[src/rtl/sff_pkg.sv]
package sff_pkg;
  localparam int BYTE_W = 8;
  localparam int FSEL_W = 2 * BYTE_W;

  typedef enum logic [1:0] {
    ST_RUN  = 2'd0,
    ST_GATE = 2'd1,
    ST_HOLD = 2'd2
  } seq_state_e;

  // Safe word choice: programmed bytes once written, else the built-in default.
  function automatic logic [FSEL_W-1:0] pick_safe(
    input logic              written,
    input logic [BYTE_W-1:0] hi,
    input logic [BYTE_W-1:0] lo,
    input logic [FSEL_W-1:0] dflt
  );
    return written ? {hi, lo} : dflt;
  endfunction

  // Release counts as premature when fewer settled ticks than required were seen.
  function automatic logic release_too_soon(input int unsigned ticks, input int unsigned need);
    return ticks < need;
  endfunction
endpackage

[src/rtl/sff_edge_det.sv]
module sff_edge_det (
  input  logic clk,
  input  logic rst_n,
  input  logic req_n,
  output logic req_lvl,
  output logic fall,
  output logic rise
);
  logic smp_q, smp_qq;

  always_ff @(posedge clk or negedge rst_n) begin
    if (!rst_n) begin
      smp_q  <= 1'b0;
      smp_qq <= 1'b0;
    end else begin
      smp_q  <= req_n;
      smp_qq <= smp_q;
    end
  end

  assign req_lvl = smp_q;
  assign fall    = smp_qq & ~smp_q;
  assign rise    = ~smp_qq & smp_q;
endmodule

[src/rtl/sff_safe_store.sv]
module sff_safe_store #(
  parameter int NUM_BYTES = 2,
  parameter logic [sff_pkg::FSEL_W-1:0] DEFAULT_FSEL = 16'h0A5C
) (
  input  logic                        clk,
  input  logic                        rst_n,
  input  logic [NUM_BYTES-1:0]        wr_strobe,
  input  logic [sff_pkg::BYTE_W-1:0]  byte_lo,
  input  logic [sff_pkg::BYTE_W-1:0]  byte_hi,
  output logic                        written,
  output logic [sff_pkg::FSEL_W-1:0]  safe_word
);
  logic written_q;

  always_ff @(posedge clk or negedge rst_n) begin
    if (!rst_n)          written_q <= 1'b0;
    else if (|wr_strobe) written_q <= 1'b1;
  end

  assign written   = written_q;
  assign safe_word = sff_pkg::pick_safe(written_q, byte_hi, byte_lo, DEFAULT_FSEL);
endmodule

[src/rtl/sff_seq_fsm.sv]
module sff_seq_fsm #(
  parameter int OFF_MS    = 4,
  parameter int STABLE_MS = 2
) (
  input  logic                       clk,
  input  logic                       rst_n,
  input  logic                       fall,
  input  logic                       rise,
  input  logic                       req_lvl,
  input  logic                       ms_tick,
  input  logic                       pll_locked,
  input  logic [sff_pkg::FSEL_W-1:0] safe_word,
  input  logic [sff_pkg::FSEL_W-1:0] run_fsel,
  output logic [sff_pkg::FSEL_W-1:0] fsel,
  output logic                       clk_oe,
  output logic                       status_timeout,
  output logic                       status_early,
  output logic                       lock_dip,
  output logic                       in_gate
);
  import sff_pkg::*;

  localparam int OFF_CW  = $clog2(OFF_MS + 1);
  localparam int STAB_CW = $clog2(STABLE_MS + 1);
  localparam logic [OFF_CW-1:0]  OFF_LAST = OFF_CW'(OFF_MS - 1);
  localparam logic [STAB_CW-1:0] STAB_MAX = STAB_CW'(STABLE_MS);

  seq_state_e           state;
  logic [OFF_CW-1:0]    off_cnt;
  logic [STAB_CW-1:0]   stab_cnt;
  logic                 dip_q, to_q, early_q;
  logic [FSEL_W-1:0]    safe_q;

  always_ff @(posedge clk or negedge rst_n) begin
    if (!rst_n) begin
      state    <= ST_RUN;
      off_cnt  <= '0;
      stab_cnt <= '0;
      dip_q    <= 1'b0;
      to_q     <= 1'b0;
      early_q  <= 1'b0;
      safe_q   <= '0;
    end else if (fall) begin
      // A new request transition always (re)starts the fallback.
      state   <= ST_GATE;
      off_cnt <= '0;
      dip_q   <= 1'b0;
      to_q    <= 1'b0;
      early_q <= 1'b0;
      safe_q  <= safe_word;
    end else begin
      case (state)
        ST_GATE: begin
          if (rise)        early_q <= 1'b1;
          if (!pll_locked) dip_q   <= 1'b1;
          if (dip_q && pll_locked) begin
            state    <= ST_HOLD;
            stab_cnt <= '0;
          end else if (ms_tick) begin
            if (off_cnt == OFF_LAST) begin
              state    <= ST_HOLD;
              stab_cnt <= '0;
              to_q     <= 1'b1;
            end else begin
              off_cnt <= off_cnt + 1'b1;
            end
          end
        end
        ST_HOLD: begin
          if (req_lvl) begin
            early_q <= early_q | release_too_soon(32'(stab_cnt), 32'(STABLE_MS));
            state   <= ST_RUN;
          end else if (ms_tick && stab_cnt != STAB_MAX) begin
            stab_cnt <= stab_cnt + 1'b1;
          end
        end
        default: ;
      endcase
    end
  end

  assign in_gate        = (state == ST_GATE);
  assign clk_oe         = !in_gate;
  assign fsel           = (state == ST_RUN) ? run_fsel : safe_q;
  assign status_timeout = to_q;
  assign status_early   = early_q;
  assign lock_dip       = dip_q;
endmodule

[src/rtl/safe_freq_fallback.sv]
module safe_freq_fallback #(
  parameter logic [sff_pkg::FSEL_W-1:0] DEFAULT_FSEL = 16'h0A5C,
  parameter int OFF_MS    = 4,
  parameter int STABLE_MS = 2
) (
  input  logic                       clk,
  input  logic                       rst_n,
  input  logic                       rst_req_n,
  input  logic                       ms_tick,
  input  logic                       pll_locked,
  input  logic [1:0]                 safe_wr,
  input  logic [sff_pkg::BYTE_W-1:0] safe_lo,
  input  logic [sff_pkg::BYTE_W-1:0] safe_hi,
  input  logic [sff_pkg::FSEL_W-1:0] run_fsel,
  output logic [sff_pkg::FSEL_W-1:0] fsel,
  output logic                       clk_oe,
  output logic                       status_timeout,
  output logic                       status_early
);
  // Internal events, named for the checker.
  logic                       fall_evt, rise_evt, req_lvl;
  logic                       written, lock_dip, in_gate;
  logic [sff_pkg::FSEL_W-1:0] safe_word;

  sff_edge_det u_edge (
    .clk(clk), .rst_n(rst_n), .req_n(rst_req_n),
    .req_lvl(req_lvl), .fall(fall_evt), .rise(rise_evt)
  );

  sff_safe_store #(.NUM_BYTES(2), .DEFAULT_FSEL(DEFAULT_FSEL)) u_store (
    .clk(clk), .rst_n(rst_n), .wr_strobe(safe_wr),
    .byte_lo(safe_lo), .byte_hi(safe_hi),
    .written(written), .safe_word(safe_word)
  );

  sff_seq_fsm #(.OFF_MS(OFF_MS), .STABLE_MS(STABLE_MS)) u_fsm (
    .clk(clk), .rst_n(rst_n), .fall(fall_evt), .rise(rise_evt), .req_lvl(req_lvl),
    .ms_tick(ms_tick), .pll_locked(pll_locked), .safe_word(safe_word), .run_fsel(run_fsel),
    .fsel(fsel), .clk_oe(clk_oe), .status_timeout(status_timeout),
    .status_early(status_early), .lock_dip(lock_dip), .in_gate(in_gate)
  );
endmodule

[config.mk]
export PLATFORM = sky130hd
export DESIGN_NAME = safe_freq_fallback
export DESIGN_NICKNAME = d
export VERILOG_FILES = /design/src/rtl/sff_pkg.sv /design/src/rtl/sff_edge_det.sv /design/src/rtl/sff_safe_store.sv /design/src/rtl/sff_seq_fsm.sv /design/src/rtl/safe_freq_fallback.sv
export SDC_FILE = /design/constraint.sdc
export NUM_CORES = 1
export LEC_CHECK = 0
export BUFFER_PORTS_ARGS = -buffer_cell sky130_fd_sc_hd__buf_2
export CAP_MARGIN = 20
export CORE_ASPECT_RATIO = 1.75
export CORE_MARGIN = 2
export CORE_UTILIZATION = 48
export DETAILED_ROUTE_END_ITERATION = 10
export GPL_ROUTABILITY_DRIVEN = 0
export PLACE_DENSITY_LB_ADDON = 0.12
export SYNTH_ARGS = -nofsm -noshare
export SYNTH_HDL_FRONTEND = slang
export SYNTH_SLANG_ARGS = --single-unit
[constraint.sdc]
create_clock -name clk -period 2.6 [get_ports clk]
set_clock_uncertainty 0.1 [all_clocks]
set_input_delay 0.26 -clock clk [delete_from_list [all_inputs] [get_ports clk]]
set_output_delay 0.26 -clock clk [all_outputs]
set_load 0.01 [all_outputs]
# Word-level counts from Yosys, hierarchy flattened

Cells that the tools add are included.

Magnitude comparators: 1
Bitwise operators: 6
Eq/ne operators: 15
Reduce and logical (&&, ||, !) cells: 16
Add/subtract/negate cells: 2
Muxes and demuxes: 31

Operators with widths:

| operator            | count |
|---|---|
| $mux 16             | 2 |
| $mux 2              | 10 |
| $mux 3              | 5 |
| $ne 3x3->1 const B  | 4 |
| $reduce_and 4->1    | 3 |
| $mux 1              | 11 |
| $ne 2x2->1 const B  | 4 |
| $ne 4x4->1 const B  | 2 |
| $pmux 2 s2          | 2 |
| $reduce_bool 2->1   | 4 |
| $reduce_and 6->1    | 1 |
| $ne 2x1->1 const B  | 2 |
| $add 3x1->3 const B | 1 |
| $eq 3x2->1 const B  | 1 |
| $not 1->1           | 3 |
| $reduce_and 3->1    | 1 |
| $reduce_bool 3->1   | 1 |
| $add 2x1->2 const B | 1 |
| $and 1x1->1         | 2 |
| $eq 2x1->1 const B  | 1 |
| $eq 2x2->1 const B  | 1 |
| $logic_and 1x1->1   | 2 |
| $logic_not 2->1     | 1 |
| $lt 2x2->1 const B  | 1 |
| 5 further kinds     | 5 |

Word-level logic and storage cells: 81
Register bits: 29
Bits of input ports: 39

# Logic depth before layout (Yosys ltp)

Gate-level depths: netlist of run 1.

Depth in word-level cells: 6
Mapped depth: 7
Gate-level depth less buffers: 5

# Modules after synthesis

Synthesis of run 1 repeated with hierarchy kept, for this count alone.

Cells, all modules: 140
Area, all modules: 1620.3 µm²

Modules (own cells, without submodules):

| module         | area each (µm²) | instances | cells each |
|---|---|---|---|
| sff_seq_fsm    | 1411.4          | 1         | 117 |
| sff_safe_store | 143.9           | 1         | 19 |
| sff_edge_det   | 65.1            | 1         | 4 |

# Worst setup path after synthesis of run 1

Ideal clock, no wire load.

Path kind: reg2reg
From: register u_edge.smp_q, in the netlist u_edge.req_lvl
To: register u_fsm.stab_cnt[0]
Path slack: 731 ps
Required time: 2413 ps
Arrival time: 1683 ps
Buffers on the path: 1
Period minus slack after synthesis: 1869 ps
Cell stages (with the launch flop): 7
Cells stage by stage: dfrtp_1 > inv_1 > ha_1 > buf_6 > or4b_1 > or4_1 > o211ai_1

Cells in the longest elaborated chain, start to end: 4

Ends and longest elaborated chain:

| what                              | RTL line                 | RTL |
|---|---|---|
| start: declaration                | sff_edge_det.sv:9        | `logic smp_q, smp_qq;` |
| start signal: assignment          | sff_edge_det.sv:16       | `smp_q <= req_n;` |
| $not 1->1                         | sff_edge_det.sv:22       | `assign fall = smp_qq & ~smp_q;` |
| $and 1x1->1                       | sff_edge_det.sv:22       |  |
| named net fall_evt                | safe_freq_fallback.sv:21 | `logic fall_evt, rise_evt, req_lvl;` |
| $not 1->1 (no source line)        | -                        |  |
| $reduce_and 6->1 (no source line) | -                        |  |
| end signal: assignment            | sff_seq_fsm.sv:74        | `stab_cnt <= stab_cnt + 1'b1;` |
| end: declaration                  | sff_seq_fsm.sv:30        | `logic [STAB_CW-1:0] stab_cnt;` |

The timed path passes the listed nets, and every way through them passes these cells.
A chain may end at the register's enable or synchronous reset.

# Worst setup path after layout of run 1

From: register u_fsm.state[1]
To: output port fsel[14] (netlist name)

Cells in the longest elaborated chain, start to end: 2

Ends and longest elaborated chain:

| what                     | RTL line                 | RTL |
|---|---|---|
| start: declaration       | sff_seq_fsm.sv:28        | `seq_state_e state;` |
| start signal: assignment | sff_seq_fsm.sv:36        | `state <= ST_RUN;` |
| start signal: assignment | sff_seq_fsm.sv:45        | `state <= ST_GATE;` |
| start signal: assignment | sff_seq_fsm.sv:57        | `state <= ST_HOLD;` |
| $logic_not 2->1          | sff_seq_fsm.sv:84        | `assign fsel = (state == ST_RUN) ? run_fsel : safe_q;` |
| $mux 16                  | sff_seq_fsm.sv:84        |  |
| end: declaration         | safe_freq_fallback.sv:15 | `output logic [sff_pkg::FSEL_W-1:0] fsel,` |

No other way between the ends.

==> impl_summary.log, run 1 <==
[metrics] maximum number of pins on one net before global-route repair: 37
[metrics] total global routing track utilization: 22.2%
[metrics] Post-synth top cells: 29 x dfrtp_1, 23 x nand2_1, 20 x o21ai_0
[metrics] class of the tightest hold or removal check: in2reg
[metrics] Largest stage delay, worst path: 0.51 ns
[metrics] setup repair after global routing missed its margin: false
[metrics] placed wire-length estimate after detailed placement: 2680 um
[metrics] reported leakage power: 0.966 nW
[metrics] top cell type's share of synthesized area: 47.5%
[metrics] buffers inserted during post-CTS setup optimization: 0
[metrics] syn_nets: 205
[metrics] first-pass GRT wire length: 6030 um
[metrics] remaining routing DRC violations: 0
[metrics] full die area: 3670 sq um
[metrics] Overflow after GRT: 0
[metrics] FFs w/ async S/R, synth: 100%
[metrics] minimum clock period: 2.22 ns
[metrics] post-synthesis instance total: 161
[metrics] count of maximum capacitance violations: 0
[metrics] clock network latency to the later pin of the worst-skew pair: 0.28 ns
[metrics] Fill cells: 281
[metrics] WS Path Type: reg2out
[metrics] met2 routing resource usage after global routing: 38.5%
[metrics] Cell variety after synth: 38
[metrics] diode count: 0
[metrics] maximum fanout along the worst path: 17
[metrics] Post-Route WL: 3590 um
[metrics] post-route ant nets: 0
[metrics] GR Util met3: 5.52%
[metrics] Max Clk Rate: 451 MHz
[metrics] number of global-route vias before repair: 1415
[metrics] ratio of routed vias to standard cells: 5.25
[metrics] NumNets Final: 264
[metrics] Chip Height: 78.6 um
[metrics] VDD IR max: 0.000505 V
[metrics] starting density of the core: 49.2%
[metrics] Post-Syn Area: 1530 sq um
[metrics] area grow syn2layout: 26.9%
[metrics] CTS buffer count: 5
[metrics] aggregate negative setup slack: 0 ns
[metrics] remaining max-slew budget at the tightest pin: 57.9%
[metrics] Final period util: 85.3%
[metrics] initial antenna violation count: 0
[metrics] Synth Area per Inst: 9.49 sq um
[metrics] number of I/O pins: 58
[metrics] CTS tree: done
[metrics] final slew viol count: 0
[metrics] number of warnings printed during yosys synthesis: 0
[metrics] site row count: 27
[metrics] wire per inst: 13.6 um
[metrics] share of layout cells above drive strength 1: 34.8%
[metrics] data arrival time of the worst path: 1.86 ns
[metrics] status: finished clean
[metrics] sequence of cells on the critical path: nor2_2 -> buf_4 -> nand2_1 -> o21ai_0 -> buf_2
[metrics] transition time of the tightest slew-check pin: 0.631 ns
[metrics] highest-utilization routing layer at the global route stage: met2
[metrics] Root Driver: clkbuf_8
[metrics] CTS HTree Levels: 2
[metrics] area inside the core boundary: 3110 sq um
[metrics] Req. time, crit path: 2.24 ns
[metrics] slowest library cell on the worst path: dfrtp_1
[metrics] area of all placed cells without fillers: 1940 sq um
[metrics] most numerous cell in the Yosys netlist: dfrtp_1
[metrics] count of placed standard cells including taps: 254
[metrics] clk sinks: 29
[metrics] share of the yosys chip area belonging to registers: 47.5%
[metrics] top_reg_cell synth: dfrtp_1
[metrics] worst-case clock buffer depth: 2
[metrics] met1 Usage GRT: 24.8%
[metrics] clock input transition at the sequential cells of the worst setup and hold paths: 0.07 ns
[metrics] Setup crit start kind: register
[metrics] DIE WIDTH: 46.6 um
[metrics] area leader, netlist: dfrtp_1
[metrics] flop and latch count out of synthesis: 29
[metrics] power density over the cells: 746 nW/um^2
[metrics] number of DRC markers after the initial detailed-route iteration: 33
[metrics] post-place instance area: 1840 sq um
[metrics] Critical Path End Type: output pin
[metrics] most area-consuming cells after synthesis: dfrtp_1 48%, o21ai_0 6.6%, nand2_1 5.7%
[metrics] Port Buffers: 57
[metrics] routed vias: 1385
[metrics] number of detailed-route iterations in the first pass: 4
[metrics] number of setup violations in the final report: 0
[metrics] number of enable-type register cells in the synthesized netlist: 0
[metrics] number of hold violations in the final report: 0
[metrics] non-filler instance count after layout: 264
[metrics] final hold slack: 0.0804 ns
[metrics] PnR Total Power: 0.00145 W
## cell families (layout without fill, tap and decap cells)
logic type / after synthesis / in the layout / synth area share [%]
AO/OA/AOI/OAI: 42 / 42 / 17.9
adder cells (fa/ha/maj): 5 / 5 / 4.10
buffers and inverters: 29 / 89 / 7.94
flip-flops: 29 / 29 / 47.5
multiplexers: 8 / 8 / 5.82
AND/OR/NAND/NOR: 48 / 48 / 16.7
## critical path, delay by kind of cell, from the launching register on
family / cells / cell delay, ns
buffers and inverters: 2 / 0.46
AO/OA/AOI/OAI: 1 / 0.08
AND/OR/NAND/NOR: 2 / 0.53
flip-flops: 1 / 0.51
## state kept, by name (all words and copies together) (netlist names)
signal and flops:
u_fsm.state 2, u_fsm.lock_dip 1, u_fsm.status_early 1, u_store.written 1, u_edge.smp_qq 1, u_fsm.safe_q 16
u_fsm.off_cnt 3, u_fsm.stab_cnt 2, u_edge.req_lvl 1, u_fsm.status_timeout 1
## power breakdown
group	total [W]	internal [W]	switching [W]
clock	0.000358	0.000185	0.000173
sequential	0.000595	0.000529	0.0000655
combinational	0.000494	0.000230	0.000264
## cell type report
cell class	count	area, sq um	share of cell area [%]
Inverter	20	75.1	3.87
Tap cell	43	53.8	2.78
Multi-Input combinational cell	103	681	35.1
Clock inverter	2	10.0	0.516
Sequential cell	29	726	37.4
Timing Repair Buffer	61	320	16.5
Clock buffer	6	72.6	3.74
## through the flow
step | worst slack, ns | util (%)
detailed placement | 0.650 | 59.1
finish | 0.383 | 62.4
global placement | 0.743 | 59.1
floorplan | 0.731 | -
global route | 0.218 | 62.4
CTS | 0.385 | 62.4
## placed cells by master, fill, tap and decap left out, drive strengths merged, types with 2 or more instances in the layout
cell / Yosys / layout
buf: 3 / 59
dfrtp: 29 / 29
nand2: 23 / 23
o21ai: 20 / 20
inv: 20 / 20
nor2: 9 / 9
mux2: 7 / 7
clkbuf: 6 / 6
ha: 5 / 5
o22a: 4 / 4
a31oi: 3 / 3
o211ai: 3 / 3
nand3: 3 / 3
nand2b: 2 / 2
and2: 2 / 2
or4: 2 / 2
a221oi: 2 / 2
a21oi: 2 / 2
clkinv: 0 / 2
dlygate4sd3: 0 / 2
nor2b: 2 / 2
## metal layers
metal | vias up | part of all wire, %
li1 | 672 | -
met2 | 48 | 55
met3 | 8 | 5.0
met4 | 0 | 1.8
met1 | 657 | 38
met5 | - | 0
## timing repair
| action | CTS | global route |
|---|---|---|
| resized for setup | 0 | 0 |
| endpoints found under the hold margin | 30 | 0 |
| hold buffers | 2 | 0 |
## worst paths after layout
path	start	to	slack, ns	cells past startpoint
hold / removal	safe_wr[0]	u_store.written$_DFFE_PN0P_	0.08	2
setup / recovery	u_fsm.state[1]$_DFFE_PN0P_	fsel[14]	0.38	5
max in group asynchronous	rst_n	u_fsm.off_cnt[2]$_DFFE_PN0P_	1.55	2
setup reg to reg	u_edge.req_lvl$_DFF_PN0_	u_fsm.stab_cnt[0]$_DFFE_PN0P_	0.65	5
min in group asynchronous	rst_n	u_edge.req_lvl$_DFF_PN0_	0.44	2
hold reg to reg	u_edge.req_lvl$_DFF_PN0_	u_edge.smp_qq$_DFF_PN0_	0.39	0
Power figures use the tool's default switching activity.
==> run 2: changes to the inputs <==
Settings changed: CORE_UTILIZATION 48 to 40, PLACE_DENSITY set to 0.76, PLACE_DENSITY_LB_ADDON 0.12 to unset.
==> run 2 against run 1 <==
Effect of this change:
- die area grew 19%
- worst hold slack lost 0.011 ns
- register-to-register slack gained 0.05 ns
- final area grew 2.8%
- clock power grew 53%
==> impl_summary.log, run 2 (same netlist as run 1, synthesis figures left out) <==
[metrics] status: finished clean (unchanged)
[metrics] placed wire-length estimate after detailed placement: 2500 um (was 2680 um)
[metrics] post-place instance area: 1840 sq um (about the same)
[metrics] clk sinks: 29 (unchanged)
[metrics] number of hold violations in the final report: 0 (unchanged)
[metrics] CTS-repair resized insts: 0 (unchanged)
[metrics] met2 routing resource usage after global routing: 31.5% (was 38.5%)
[metrics] Critical Path End Type: output pin (unchanged)
[metrics] transition time of the tightest slew-check pin: 0.627 ns (was 0.631 ns)
[metrics] Port Buffers: 57 (unchanged)
[metrics] register with the most flip-flops: u_fsm.safe_q (unchanged)
[metrics] setup repair after global routing missed its margin: false (unchanged)
[metrics] total global routing track utilization: 17.5% (was 22.2%)
[metrics] power density over the cells: 817 nW/um^2 (was 746 nW/um^2)
[metrics] area of all placed cells without fillers: 1990 sq um (was 1940 sq um)
[metrics] highest-count cells in the layout ignoring fill and taps: 57 x buf_2, 29 x dfrtp_1, 23 x nand2_1 (unchanged)
[metrics] number of setup violations in the final report: 0 (unchanged)
[metrics] slowest library cell on the worst path: dfrtp_1 (unchanged)
[metrics] Root Driver: clkbuf_8 (unchanged)
[metrics] DIE WIDTH: 50.7 um (was 46.6 um)
[metrics] area grow syn2layout: 30.5% (was 26.9%)
[metrics] post-route ant nets: 0 (unchanged)
[metrics] CTS tree: done (unchanged)
[metrics] GR Util met3: 4.18% (was 5.52%)
[metrics] Util after Layout: 54.9% (was 62.4%)
[metrics] reported leakage power: 0.990 nW (was 0.966 nW)
[metrics] hold bufs inserted after CTS: 2 (unchanged)
[metrics] minimum clock period: 2.19 ns (was 2.22 ns)
[metrics] area inside the core boundary: 3630 sq um (was 3110 sq um)
[metrics] Req. time, crit path: 2.24 ns (about the same)
[metrics] NumNets Final: 264 (unchanged)
[metrics] worst-case clock buffer depth: 2 (unchanged)
[metrics] most common cell after layout, fill and taps aside: buf_2 (unchanged)
[metrics] number of flip-flops under the largest register name: 16 (unchanged)
[metrics] count of maximum capacitance violations: 0 (unchanged)
[metrics] PnR Total Power: 0.00163 W (was 0.00145 W)
[metrics] VDD IR max: 0.000558 V (was 0.000505 V)
[metrics] number of detailed-route iterations in the first pass: 4 (unchanged)
[metrics] largest registers ranked by flip-flop count: u_fsm.safe_q x16, u_fsm.off_cnt x3 (unchanged)
[metrics] part of the power in registers: 36.5% (was 41.1%)
[metrics] site row count: 29 (was 27)
[metrics] remaining routing DRC violations: 0 (unchanged)
[metrics] final slew viol count: 0 (unchanged)
[metrics] worst setup slack after layout: 0.407 ns (was 0.383 ns)
[metrics] aggregate negative setup slack: 0 ns (unchanged)
[metrics] starting density of the core: 42.1% (was 49.2%)
[metrics] share of layout cells above drive strength 1: 35.3% (was 34.8%)
[metrics] number of I/O pins: 58 (unchanged)
[metrics] clock input transition at the sequential cells of the worst setup and hold paths: 0.06 ns (was 0.07 ns)
[metrics] buffers inserted during post-CTS setup optimization: 0 (unchanged)
[metrics] sequence of cells on the critical path: nor2_2 -> buf_4 -> nand2_1 -> o21ai_0 -> buf_2 (unchanged)
[metrics] CTS HTree Levels: 2 (unchanged)
[metrics] ratio of routed vias to standard cells: 5.12 (was 5.25)
[metrics] Max Clk Rate: 456 MHz (was 451 MHz)
[metrics] WS Path Type: reg2out (unchanged)
[metrics] Overflow after GRT: 0 (unchanged)
[metrics] number of global-route vias before repair: 1386 (was 1415)
[metrics] P_sw: 0.000490 W (was 0.000502 W)
[metrics] first-pass GRT wire length: 5800 um (was 6030 um)
[metrics] Clock power frac: 33.7% (was 24.7%)
[metrics] met1 Usage GRT: 17.4% (was 24.8%)
[metrics] full die area: 4350 sq um (was 3670 sq um)
[metrics] Final period util: 84.3% (was 85.3%)
[metrics] highest-utilization routing layer at the global route stage: met2 (unchanged)
[metrics] wire per inst: 12.4 um (was 13.6 um)
[metrics] maximum fanout along the worst path: 18 (was 17)
[metrics] initial antenna violation count: 0 (unchanged)
[metrics] routed vias: 1366 (was 1385)
[metrics] internal power contribution: 0.00114 W (was 0.000944 W)
[metrics] remaining max-slew budget at the tightest pin: 58.2% (was 57.9%)
[metrics] Largest stage delay, worst path: 0.51 ns (about the same)
[metrics] maximum number of pins on one net before global-route repair: 37 (unchanged)
[metrics] number of DRC markers after the initial detailed-route iteration: 21 (was 33)
[metrics] dpl ws: 0.697 ns (was 0.650 ns)
[metrics] Setup crit start kind: register (unchanged)
[metrics] class of the tightest hold or removal check: in2reg (unchanged)
[metrics] diode count: 0 (unchanged)
[metrics] Switching Share: 30.1% (was 34.7%)
[metrics] Gate power share: 29.9% (was 34.1%)
[metrics] Post-Route WL: 3310 um (was 3590 um)
[metrics] data arrival time of the worst path: 1.83 ns (was 1.86 ns)
[metrics] clock network latency to the later pin of the worst-skew pair: 0.28 ns (about the same)
[metrics] CTS buffer count: 5 (unchanged)
[metrics] Chip Height: 85.8 um (was 78.6 um)
run 2: cell types whose count changed in the layout (fill, tap and decap cells not counted), sizes merged:
cell,change
bufinv,+2
clkbuf,-1
clkinv,-1
run 2: area by class of cell:
class	count	area, sq um
flip-flops and latches	29	726
multi-input cells	103	681
inverters	20	75.1
well taps	46	57.6
fillers	335	1640
repair buffers	61	320
clock inverters	3	65.1
clock buffers	5	68.8
run 2: per-layer routing:
layer / routed length (um) / vias up
li1: - / 672
met1: 1210 / 645
met2: 1820 / 37
met3: 144 / 12
met4: 136 / 0
met5: 0 / -
run 2: power groups by stage:
stage               clock network [W]  logic, W  registers [W]
finish                       0.000548  0.000486       0.000594
global route                 0.000584  0.000550       0.000604
global placement                    0  0.000477       0.000597
floorplan                           0  0.000344       0.000574
detailed placement                  0  0.000487       0.000601
CTS                          0.000558  0.000493       0.000593
run 2: through the flow:
stage / hold WS (ns) / std cells
after floorplan: -0.136 / 161
after global placement: 0.220 / 257
after detailed placement: 0.219 / 257
after CTS: 0.0685 / 267
after global routing: 0.0717 / 267
final: 0.0694 / 267
run 2: worst paths after layout:
kind,startpoint,to,slack (ns),cells after the start
setup / recovery,u_fsm.state[1]$_DFFE_PN0P_,fsel[7],0.41,5
setup reg to reg,u_fsm.state[0]$_DFFE_PN0P_,u_fsm.off_cnt[0]$_DFFE_PN0P_,0.70,4
max in group asynchronous,rst_n,u_fsm.safe_q[0]$_DFFE_PN0P_,1.54,2
hold reg to reg,u_edge.req_lvl$_DFF_PN0_,u_edge.smp_qq$_DFF_PN0_,0.34,0
hold / removal,safe_wr[0],u_store.written$_DFFE_PN0P_,0.07,2
min in group asynchronous,rst_n,u_store.written$_DFFE_PN0P_,0.44,2
run 2: critical path: cells and delay by family (launching register included):
family,cells,cell delay [ns]
flops,1,0.51
compound gates,1,0.07
simple gates,2,0.52
buf+inv,2,0.46
==> run 3: changes to the inputs <==
Settings changed: PLACE_DENSITY 0.76 to 0.79.
Clock period 2.6 ns to 1.85 ns, I/O delays scaled along.
==> run 3 against run 2 <==
Effect of this change:
- critical path depth fell by 1
- largest cell class unchanged
- combinational power rose by 88%
- clock-buffer cell count rose by 2
==> impl_summary.log, run 3 (same netlist as run 1, synthesis figures left out) <==
[metrics] R2R depth: 5 (was 4)
[metrics] maximum fanout along the worst path: 10 (was 18)
[metrics] clk sinks: 29 (unchanged)
[metrics] data arrival time of the worst path: 1.54 ns (was 1.83 ns)
[metrics] most common cell after layout, fill and taps aside: buf_2 (unchanged)
[metrics] status: finished clean (unchanged)
[metrics] full die area: 4350 sq um (unchanged)
[metrics] Setup crit start kind: register (unchanged)
[metrics] number of global-route vias before repair: 1347 (was 1386)
[metrics] ratio of routed vias to standard cells: 5.05 (was 5.12)
[metrics] number of DRC markers after the initial detailed-route iteration: 25 (was 21)
[metrics] P_sw: 0.000738 W (was 0.000490 W)
[metrics] Switching Share: 30.6% (was 30.1%)
[metrics] count of maximum capacitance violations: 0 (unchanged)
[metrics] Fill cells: 328 (was 335)
[metrics] Max Clk Rate: 549 MHz
[metrics] part of the power in registers: 34.1% (was 36.5%)
[metrics] area inside the core boundary: 3630 sq um (unchanged)
[metrics] Clock power frac: 28.0% (was 33.7%)
[metrics] NumNets Final: 275 (was 264)
[metrics] power density over the cells: 1130 nW/um^2 (was 817 nW/um^2)
[metrics] Final period util: 98.5%
[metrics] site row count: 29 (unchanged)
[metrics] Post-Route WL: 3680 um (was 3310 um)
[metrics] clock input transition at the sequential cells of the worst setup and hold paths: 0.06 ns (about the same)
[metrics] area grow syn2layout: 40.0% (was 30.5%)
[metrics] reported leakage power: 1.07 nW (was 0.990 nW)
[metrics] VDD IR max: 0.000664 V (was 0.000558 V)
[metrics] count of placed standard cells including taps: 261 (was 257)
[metrics] Req. time, crit path: 1.56 ns (was 2.24 ns)
[metrics] wire per inst: 13.2 um (was 12.4 um)
[metrics] number of hold violations in the final report: 0 (unchanged)
[metrics] remaining max-slew budget at the tightest pin: 57.0% (was 58.2%)
[metrics] CTS HTree Levels: 2 (unchanged)
[metrics] routed vias: 1404 (was 1366)
[metrics] number of flip-flops under the largest register name: 16 (unchanged)
[metrics] Chip Height: 85.8 um (unchanged)
[metrics] maximum number of pins on one net before global-route repair: 30 (was 37)
[metrics] Util after Layout: 59.0% (was 54.9%)
[metrics] largest registers ranked by flip-flop count: u_fsm.safe_q x16, u_fsm.off_cnt x3 (unchanged)
[metrics] diode count: 0 (unchanged)
[metrics] minimum clock period: 1.82 ns
[metrics] post-place instance area: 1880 sq um (was 1840 sq um)
[metrics] register with the most flip-flops: u_fsm.safe_q (unchanged)
[metrics] worst-case clock buffer depth: 2 (unchanged)
[metrics] starting density of the core: 42.1% (unchanged)
[metrics] DIE WIDTH: 50.7 um (unchanged)
[metrics] placed wire-length estimate after detailed placement: 2590 um (was 2500 um)
[metrics] remaining routing DRC violations: 0 (unchanged)
[metrics] Overflow after GRT: 0 (unchanged)
[metrics] Root Driver: clkbuf_8 (unchanged)
[metrics] Cells on Worst Hold Path: 2 (unchanged)
[metrics] class of the tightest hold or removal check: in2reg (unchanged)
[metrics] Gate power share: 37.9% (was 29.9%)
[metrics] number of detailed-route iterations in the first pass: 4 (unchanged)
[metrics] transition time of the tightest slew-check pin: 0.646 ns (was 0.627 ns)
[metrics] Port Buffers: 57 (unchanged)
[metrics] first-pass GRT wire length: 6200 um (was 5800 um)
[metrics] WS Path Type: reg2out (unchanged)
[metrics] non-filler instance count after layout: 278 (was 267)
[metrics] number of I/O pins: 58 (unchanged)
[metrics] initial antenna violation count: 0 (unchanged)
[metrics] highest-count cells in the layout ignoring fill and taps: 54 x buf_2, 27 x dfrtp_1, 23 x nand2_1 (was 57 x buf_2, 29 x dfrtp_1, 23 x nand2_1)
[metrics] post-route ant nets: 0 (unchanged)
[metrics] area of all placed cells without fillers: 2140 sq um (was 1990 sq um)
[metrics] total global routing track utilization: 19.1% (was 17.5%)
[metrics] internal power contribution: 0.00167 W (was 0.00114 W)
[metrics] final slew viol count: 0 (unchanged)
[metrics] Critical Path End Type: output pin (unchanged)
[metrics] clock network latency to the later pin of the worst-skew pair: 0.28 ns (about the same)
[metrics] CTS tree: done (unchanged)
[metrics] share of layout cells above drive strength 1: 38.8% (was 35.3%)
[metrics] setup repair after global routing missed its margin: true (was false)
[metrics] number of setup violations in the final report: 0 (unchanged)
[metrics] CTS buffer count: 5 (unchanged)
[run 3: layer usage]
| layer | vias to the layer above | part of all wire (%) | GRT usage (%) |
|---|---|---|---|
| li1 | 693 | - | - |
| met3 | 11 | 3.1 | 3.48 |
| met4 | 0 | 3.4 | 10.3 |
| met5 | - | 0 | 0 |
| met1 | 662 | 39 | 21.9 |
| met2 | 38 | 54 | 33.0 |
[run 3: timing repair]
action	in CTS	in global routing
buffers inserted	1	4
gates cloned	1	0
setup endpoints to repair	6	6
hold buffers	3	0
endpoints found under the hold margin	31	0
pin swaps	0	1
gates resized for setup	3	3
[run 3: metrics by stage]
step / total power (W) / TNS, ns / setup slack, ns / hold slack (ns)
floorplan: 0.00129 / 0 / 0.00449 / -0.211
global placement: 0.00155 / 0 / 0.159 / 0.146
detailed placement: 0.00158 / 0 / 0.110 / 0.149
CTS: 0.00235 / 0 / 0.00913 / 0.000671
global route: 0.00257 / -0.0111 / -0.00839 / 0.0153
finish: 0.00241 / 0 / 0.0285 / 0.00640
[run 3: final timing paths]
check | endpoint | start | slack, ns
hold reg to reg | u_fsm.safe_q[2]$_DFFE_PN0P_ | u_fsm.safe_q[2]$_DFFE_PN0P_ | 0.40
min in group asynchronous | u_fsm.safe_q[2]$_DFFE_PN0P_ | rst_n | 0.36
max in group asynchronous | u_fsm.state[0]$_DFFE_PN0P_ | rst_n | 0.83
setup reg to reg | u_fsm.stab_cnt[0]$_DFFE_PN0P_ | u_edge.req_lvl$_DFF_PN0_ | 0.09
hold / removal | u_store.written$_DFFE_PN0P_ | safe_wr[1] | 0.006
setup / recovery | fsel[6] | u_fsm.state[0]$_DFFE_PN0P_ | 0.03
[run 3: power by group through the flow]
stage / Clock [W] / Sequential (W) / Combinational (W)
global route: 0.000717 / 0.000836 / 0.00101
CTS: 0.000685 / 0.000824 / 0.000841
global placement: 0 / 0.000834 / 0.000721
floorplan: 0 / 0.000807 / 0.000483
finish: 0.000674 / 0.000821 / 0.000912
detailed placement: 0 / 0.000840 / 0.000742
[run 3: layout make-up]
type                       instances  area [sq um]  share of cell area (%)
tap                               46          57.6                    2.69
timing repair buffer              72           474                    22.2
clock buffer                       7          86.3                    4.04
multi-input combinational        103           688                    32.2
sequential                        29           728                    34.0
clock inverter                     1          30.0                    1.40
inverter                          20          75.1                    3.51
[run 3: critical path: stages, from the launching register on]
cell	delay, ns
dfrtp_2	0.45
nor2_4	0.18
buf_12	0.15
mux2_2	0.35
buf_6	0.12
